`src/rtl/mss_pkg.sv`:
```
package mss_pkg;
   localparam int LINES  = 3;
   localparam int CODE_W = 11;

   typedef enum logic [2:0] {
      PH_IDLE    = 3'd0,
      PH_PRECHG  = 3'd1,
      PH_RELEASE = 3'd2,
      PH_A_LOW   = 3'd3,
      PH_B_LOW   = 3'd4,
      PH_C_LOW   = 3'd5
   } phase_e;

   typedef struct packed {
      logic [LINES-1:0] en;
      logic [LINES-1:0] val;
   } drive_t;

   // Pad drive pattern per phase; index 0 = A, 1 = B, 2 = C
   function automatic drive_t drive_of(phase_e ph);
      drive_t d;
      case (ph)
         PH_PRECHG: d = '{en: 3'b111, val: 3'b111};
         PH_A_LOW:  d = '{en: 3'b001, val: 3'b110};
         PH_B_LOW:  d = '{en: 3'b010, val: 3'b101};
         PH_C_LOW:  d = '{en: 3'b100, val: 3'b011};
         default:   d = '{en: 3'b000, val: 3'b111};
      endcase
      return d;
   endfunction

   function automatic phase_e next_phase(phase_e ph);
      phase_e n;
      case (ph)
         PH_PRECHG:  n = PH_RELEASE;
         PH_RELEASE: n = PH_A_LOW;
         PH_A_LOW:   n = PH_B_LOW;
         PH_B_LOW:   n = PH_C_LOW;
         default:    n = PH_IDLE;
      endcase
      return n;
   endfunction
endpackage

```
`src/rtl/mss_line_sync.sv`:
```
module mss_line_sync #(
   parameter int STAGES = 2,
   parameter int W      = 3
) (
   input  logic         clk,
   input  logic         rst_n,
   input  logic [W-1:0] d,
   output logic [W-1:0] q
);
   generate
      if (STAGES == 0) begin : g_bypass
         assign q = d;
      end else begin : g_chain
         logic [W-1:0] stg [STAGES];
         always_ff @(posedge clk) begin
            if (!rst_n) begin
               for (int i = 0; i < STAGES; i++) stg[i] <= '0;
            end else begin
               stg[0] <= d;
               for (int i = 1; i < STAGES; i++) stg[i] <= stg[i-1];
            end
         end
         assign q = stg[STAGES-1];
      end
   endgenerate
endmodule

```
`src/rtl/mss_settle_timer.sv`:
```
module mss_settle_timer #(
   parameter int CNT_W = 11
) (
   input  logic             clk,
   input  logic             rst_n,
   input  logic             load,
   input  logic [CNT_W-1:0] load_val,
   output logic             expired
);
   logic [CNT_W-1:0] cnt;

   always_ff @(posedge clk) begin
      if (!rst_n)          cnt <= '0;
      else if (load)       cnt <= load_val;
      else if (cnt != '0)  cnt <= cnt - 1'b1;
   end

   assign expired = (cnt == '0);
endmodule

```
`src/rtl/mss_phase_ctrl.sv`:
```
module mss_phase_ctrl
   import mss_pkg::*;
#(
   parameter int CNT_W    = 11,
   parameter int PRE_LEN  = 200,
   parameter int STEP_LEN = 2000
) (
   input  logic             clk,
   input  logic             rst_n,
   input  logic             start,
   input  logic             expired,
   output phase_e           phase,
   output logic             launch,
   output logic             load,
   output logic [CNT_W-1:0] load_val,
   output logic             strobe,
   output logic             last,
   output logic             done
);
   logic active;

   assign active   = (phase != PH_IDLE);
   assign launch   = !active && start;
   assign strobe   = active && (phase != PH_PRECHG) && expired;
   assign last     = strobe && (phase == PH_C_LOW);
   assign load     = launch || (active && expired && (phase != PH_C_LOW));
   assign load_val = active ? CNT_W'(STEP_LEN - 1) : CNT_W'(PRE_LEN - 1);

   always_ff @(posedge clk) begin
      if (!rst_n) begin
         phase <= PH_IDLE;
         done  <= 1'b0;
      end else begin
         done <= last;
         if (launch)                phase <= PH_PRECHG;
         else if (active && expired) phase <= next_phase(phase);
      end
   end
endmodule

```
`src/rtl/mss_code_pack.sv`:
```
module mss_code_pack
   import mss_pkg::*;
(
   input  logic              clk,
   input  logic              rst_n,
   input  logic              launch,
   input  logic              strobe,
   input  logic              last,
   input  phase_e            phase,
   input  logic [LINES-1:0]  lines,
   output logic [CODE_W-1:0] code
);
   logic [CODE_W-1:0] shadow, merged;

   // Place the lines not driven in this phase into their code fields
   always_comb begin
      merged = shadow;
      case (phase)
         PH_RELEASE: merged[10:8] = lines;                 // C,B,A
         PH_A_LOW:   merged[5:4]  = {lines[2], lines[1]};  // C,B
         PH_B_LOW:   begin
                        merged[3] = lines[2];              // C
                        merged[2] = lines[0];              // A
                     end
         PH_C_LOW:   merged[1:0]  = {lines[1], lines[0]};  // B,A
         default:    merged = shadow;
      endcase
   end

   always_ff @(posedge clk) begin
      if (!rst_n) begin
         shadow <= '0;
         code   <= '0;
      end else begin
         if (launch)      shadow <= '0;
         else if (strobe) shadow <= merged;
         if (last)        code   <= merged;
      end
   end
endmodule

```
`src/rtl/mon_sense_seq.sv`:
```
module mon_sense_seq
   import mss_pkg::*;
#(
   parameter int UNIT_CYCLES = 1,
   parameter int SHORT_UNITS = 200,
   parameter int LONG_UNITS  = 2000,
   parameter int SYNC_STAGES = 2
) (
   input  logic              clk,
   input  logic              rst_n,
   input  logic              start,
   input  logic [2:0]        line_in,
   output logic [2:0]        drive_en,
   output logic [2:0]        drive_val,
   output logic              busy,
   output logic              done,
   output logic [10:0]       sense_code
);
   localparam int PRE_LEN  = SHORT_UNITS * UNIT_CYCLES;
   localparam int STEP_LEN = LONG_UNITS * UNIT_CYCLES;
   localparam int MAX_LEN  = (PRE_LEN > STEP_LEN) ? PRE_LEN : STEP_LEN;
   localparam int CNT_W    = (MAX_LEN < 2) ? 1 : $clog2(MAX_LEN);

   generate
      if (UNIT_CYCLES < 1 || SHORT_UNITS < 1 || LONG_UNITS < 1) begin : g_bad_len
         $error("mon_sense_seq: phase lengths must be at least one cycle");
      end
      if (SYNC_STAGES < 0 || SYNC_STAGES > 4) begin : g_bad_sync
         $error("mon_sense_seq: SYNC_STAGES must lie in 0..4");
      end
      if (STEP_LEN <= SYNC_STAGES) begin : g_bad_window
         $error("mon_sense_seq: settling window shorter than synchroniser");
      end
   endgenerate

   phase_e           phase;
   logic             launch, load, strobe, last, expired;
   logic [CNT_W-1:0] load_val;
   logic [LINES-1:0] lines_s;
   drive_t           drv;

   mss_line_sync #(.STAGES(SYNC_STAGES), .W(LINES)) u_sync (
      .clk(clk), .rst_n(rst_n), .d(line_in), .q(lines_s));

   mss_settle_timer #(.CNT_W(CNT_W)) u_timer (
      .clk(clk), .rst_n(rst_n), .load(load), .load_val(load_val),
      .expired(expired));

   mss_phase_ctrl #(.CNT_W(CNT_W), .PRE_LEN(PRE_LEN), .STEP_LEN(STEP_LEN)) u_ctrl (
      .clk(clk), .rst_n(rst_n), .start(start), .expired(expired),
      .phase(phase), .launch(launch), .load(load), .load_val(load_val),
      .strobe(strobe), .last(last), .done(done));

   mss_code_pack u_pack (
      .clk(clk), .rst_n(rst_n), .launch(launch), .strobe(strobe),
      .last(last), .phase(phase), .lines(lines_s), .code(sense_code));

   assign drv       = drive_of(phase);
   assign drive_en  = drv.en;
   assign drive_val = drv.val;
   assign busy      = (phase != PH_IDLE);
endmodule

```
`config.mk`:
```
export PLATFORM = sky130hd
export DESIGN_NAME = mon_sense_seq
export DESIGN_NICKNAME = d
export VERILOG_FILES = /design/src/rtl/mss_pkg.sv /design/src/rtl/mss_line_sync.sv /design/src/rtl/mss_settle_timer.sv /design/src/rtl/mss_phase_ctrl.sv /design/src/rtl/mss_code_pack.sv /design/src/rtl/mon_sense_seq.sv
export SDC_FILE = /design/constraint.sdc
export NUM_CORES = 1
export LEC_CHECK = 0
export CELL_PAD_IN_SITES_DETAIL_PLACEMENT = 1
export CELL_PAD_IN_SITES_GLOBAL_PLACEMENT = 1
export CORE_UTILIZATION = 36
export DETAILED_ROUTE_END_ITERATION = 8
export GPL_TIMING_DRIVEN = 0
export MAX_ROUTING_LAYER = met4
export PLACE_DENSITY = 0.71
export REMOVE_ABC_BUFFERS = 1
export SLEW_MARGIN = 20
export SYNTH_ARGS = -nofsm -noshare
export SYNTH_HDL_FRONTEND = slang
export SYNTH_SLANG_ARGS = --single-unit
```
`constraint.sdc`:
```
create_clock -name clk -period 2.3 [get_ports clk]
set_clock_uncertainty 0.05 [all_clocks]
set_input_delay 0.23 -clock clk [delete_from_list [all_inputs] [get_ports clk]]
set_output_delay 0.23 -clock clk [all_outputs]
set_load 0.02 [all_outputs]
```
==> impl_results.md <==
- Initial antenna violation count: 0
- Maximum vdd drop: 0.437 mV
- Final GP Congestion: 0.861
- Gr usage total: 0.176
- First-pass GRT wire length: 6580 um
- Area grow syn2layout: 20.1%
- # clock sinks: 37
- Crit-path max FO: 9
- Flop and latch count out of synthesis: 37
- Detailed placement HPWL: 2860 um
- Drt drc: 4
- Status: complete, but fails checks
- IO Port Bufs: 22
- # H-tree levels: 2
- Total die area: 4970 um^2
- Most common cell after layout, fill and taps aside: dfxtp_1
- Slowest cell on the critical path: or4_4
- CP Cell Sequence: or4_4 > nor4_2 > buf_2 > nor2_1 > a211oi_1
- Hold Vio Cnt, Final: 0
- Filler cell count: 521
- Most frequent cells in the layout: dfxtp_1 (36), clkdlybuf4s50_1 (22), nand2_1 (20)
- Fmax: 469 MHz
- CP peak stage delay: 640 ps
- Syn Inst Count: 192
- Vias per cell: 5.46
- Leakage: 0.720 nW
- Detailed Routing Iterations Pass 1: 8
- Failing checks: DRC
- Synth top area share: 0.438
- Fin nets: 216
- Starting Density: 0.380
- EDFF count, synth: 0
- Initial DRC Count: 55
- Core area: 4440 um^2
- CTS buffer count: 5
- Synth async-reset ratio: 0
- Slew @ Worst Pin: 699 ps
- Setup violators final: 0
- Sequential-to-total area share from yosys stat: 0.438
- # IOs: 25
- CP Class: reg -> reg
- Remaining Overflow, GRT: 0
- Max-slew headroom: 0.529
- Critical Path RT: 2450 ps
- Final wirelength: 3970 um
- Syn Area/Cell: 8.80 um^2
- Core Rows: 24
- Fin crit share: 0.928
- Worst-skew pair later-pin latency: 290 ps
- Min Hold Slack: 391 ps
- Post-synth cell types: 43
- Die H: 70.5 um
- Fin util: 0.457
- Largest net degree at the start of global routing: 19
- CP arrival: 2280 ps
- Post-DRT Antenna Nets: 0
- Chip Width: 70.5 um
- Clk buf depth: 2
- Vias after detailed routing: 1424
- Cell Pwr Density: 920 nW/um^2
- Worst hold path type: reg -> reg
- CTS hold repair buffers: 0
- Slew Viols, Final: 0
- N_diodes: 0
- TritonCTS clock tree: built
- Cell area after synthesis: 1690 um^2
- Max Cap Viol: 0
- Share of cells above drive strength 1: 0.124
- Syn. warnings: 0
- Vias in the first global route: 1374
- CP Capture Type: flop
- Routed len/inst: 15.2 um
- Crit start category: flop
- Post-synth top area cell: dfxtp_1
- Clock transition at the registers of the reported paths: 80 ps
- Ranking of synthesized cells by area: dfxtp_1 (44%), a21oi_1 (5.3%), mux2i_1 (4.7%)
- Synth Flop Type: dfxtp_1
- RSZ-0062 raised after global routing: no
- Tmin final: 2130 ps
- CTS root buf: clkbuf_8
## final cells by class
cell class	instances	area, um^2	share of cell area
Tap cell	52	65.1	0.0320
Inverter	5	18.8	0.00924
Multi-Input combinational cell	135	876	0.431
Timing Repair Buffer	24	233	0.115
Clock inverter	2	13.8	0.00678
Sequential cell	37	742	0.365
Clock buffer	6	82.6	0.0407
## synthesized netlist by cell type, types with 2 or more instances
cell type	n
nand4_1	2
or3_1	4
buf_6	3
inv_1	4
buf_2	2
nor3b_1	2
nor2_1	13
or4b_2	2
mux2i_1	8
nor4_1	5
nor4b_1	2
a31o_2	2
a31oi_1	4
a21oi_1	18
nand2_1	20
nand3_1	5
a211oi_1	2
o31ai_1	3
ha_1	2
mux2_2	2
xnor2_1	2
nand3b_1	4
o21ai_0	5
clkbuf_1	9
buf_4	2
dfxtp_1	37
and2_1	7
or4_1	4
nor2b_1	3
## worst max-delay path: cells and delay by family (launching register included)
family / cells / cell delay [ps]
DFF: 1 / 390
buffers and inverters: 1 / 280
AOI/OAI and AO/OA: 1 / 190
and+or+nand+nor: 3 / 1130
## power by group
| group | switching [mW] | internal, mW | total, mW |
|---|---|---|---|
| combinational | 0.337 | 0.249 | 0.586 |
| sequential | 0.0962 | 0.706 | 0.802 |
| clock | 0.237 | 0.243 | 0.480 |
## registers in the layout, indices dropped and copies added (netlist names)
register	cells
u_ctrl.done	1
u_ctrl.phase	3
u_pack.code	9
u_pack.shadow	7
u_sync.g_chain.stg	6
u_timer.cnt	11
## logic make-up (layout without fill, tap and decap cells)
family / Yosys count / count (layout) / synth area share
mux: 10 / 10 / 0.0607
xor+xnor: 2 / 2 / 0.0104
compound gates: 37 / 37 / 0.132
flops: 37 / 37 / 0.438
simple gates: 82 / 82 / 0.276
buf+inv: 21 / 37 / 0.0659
other cells: 1 / 2 / 0.00222
fa+ha+maj: 2 / 2 / 0.0148
## worst paths after layout
check                                start                       end  cells after the start  slack, ps
setup / recovery            u_timer.cnt[4]            u_pack.code[3]                      5        170
hold reg to reg   u_sync.g_chain.stg[0][1]  u_sync.g_chain.stg[0][4]                      1        390
hold / removal    u_sync.g_chain.stg[0][1]  u_sync.g_chain.stg[0][4]                      1        390
setup reg to reg            u_timer.cnt[4]            u_pack.code[3]                      5        170
## layer usage
| metal | GRT usage | vias to the layer above | part of all wire |
|---|---|---|---|
| met1 | 0.209 | 689 | 0.44 |
| li1 | - | 705 | - |
| met4 | 0.0431 | 0 | 0.011 |
| met2 | 0.291 | 24 | 0.51 |
| met5 | - | - | 0 |
| met3 | 0.0505 | 6 | 0.034 |
## through the flow
step | setup WS (ps) | TNS [ps] | power [mW] | cells | area, um^2
floorplan | -159 | -1080 | 1.18 | 177 | 1600
global placement | -700 | -6360 | 1.32 | 251 | 1890
detailed placement | -117 | -630 | 1.36 | 252 | 1900
CTS | 23.1 | 0 | 1.87 | 261 | 2020
global route | 17.0 | 0 | 1.98 | 261 | 2030
finish | 166 | 0 | 1.87 | 261 | 2030
## timing repair
item                                    4_1_cts  5_1_grt
pin swaps                                     1        0
buffers inserted                              1        0
endpoints found under the hold margin         0        0
endpoints found under the setup margin       19        3
resized for setup                             3        3
(Power assumes the default switching activity.)
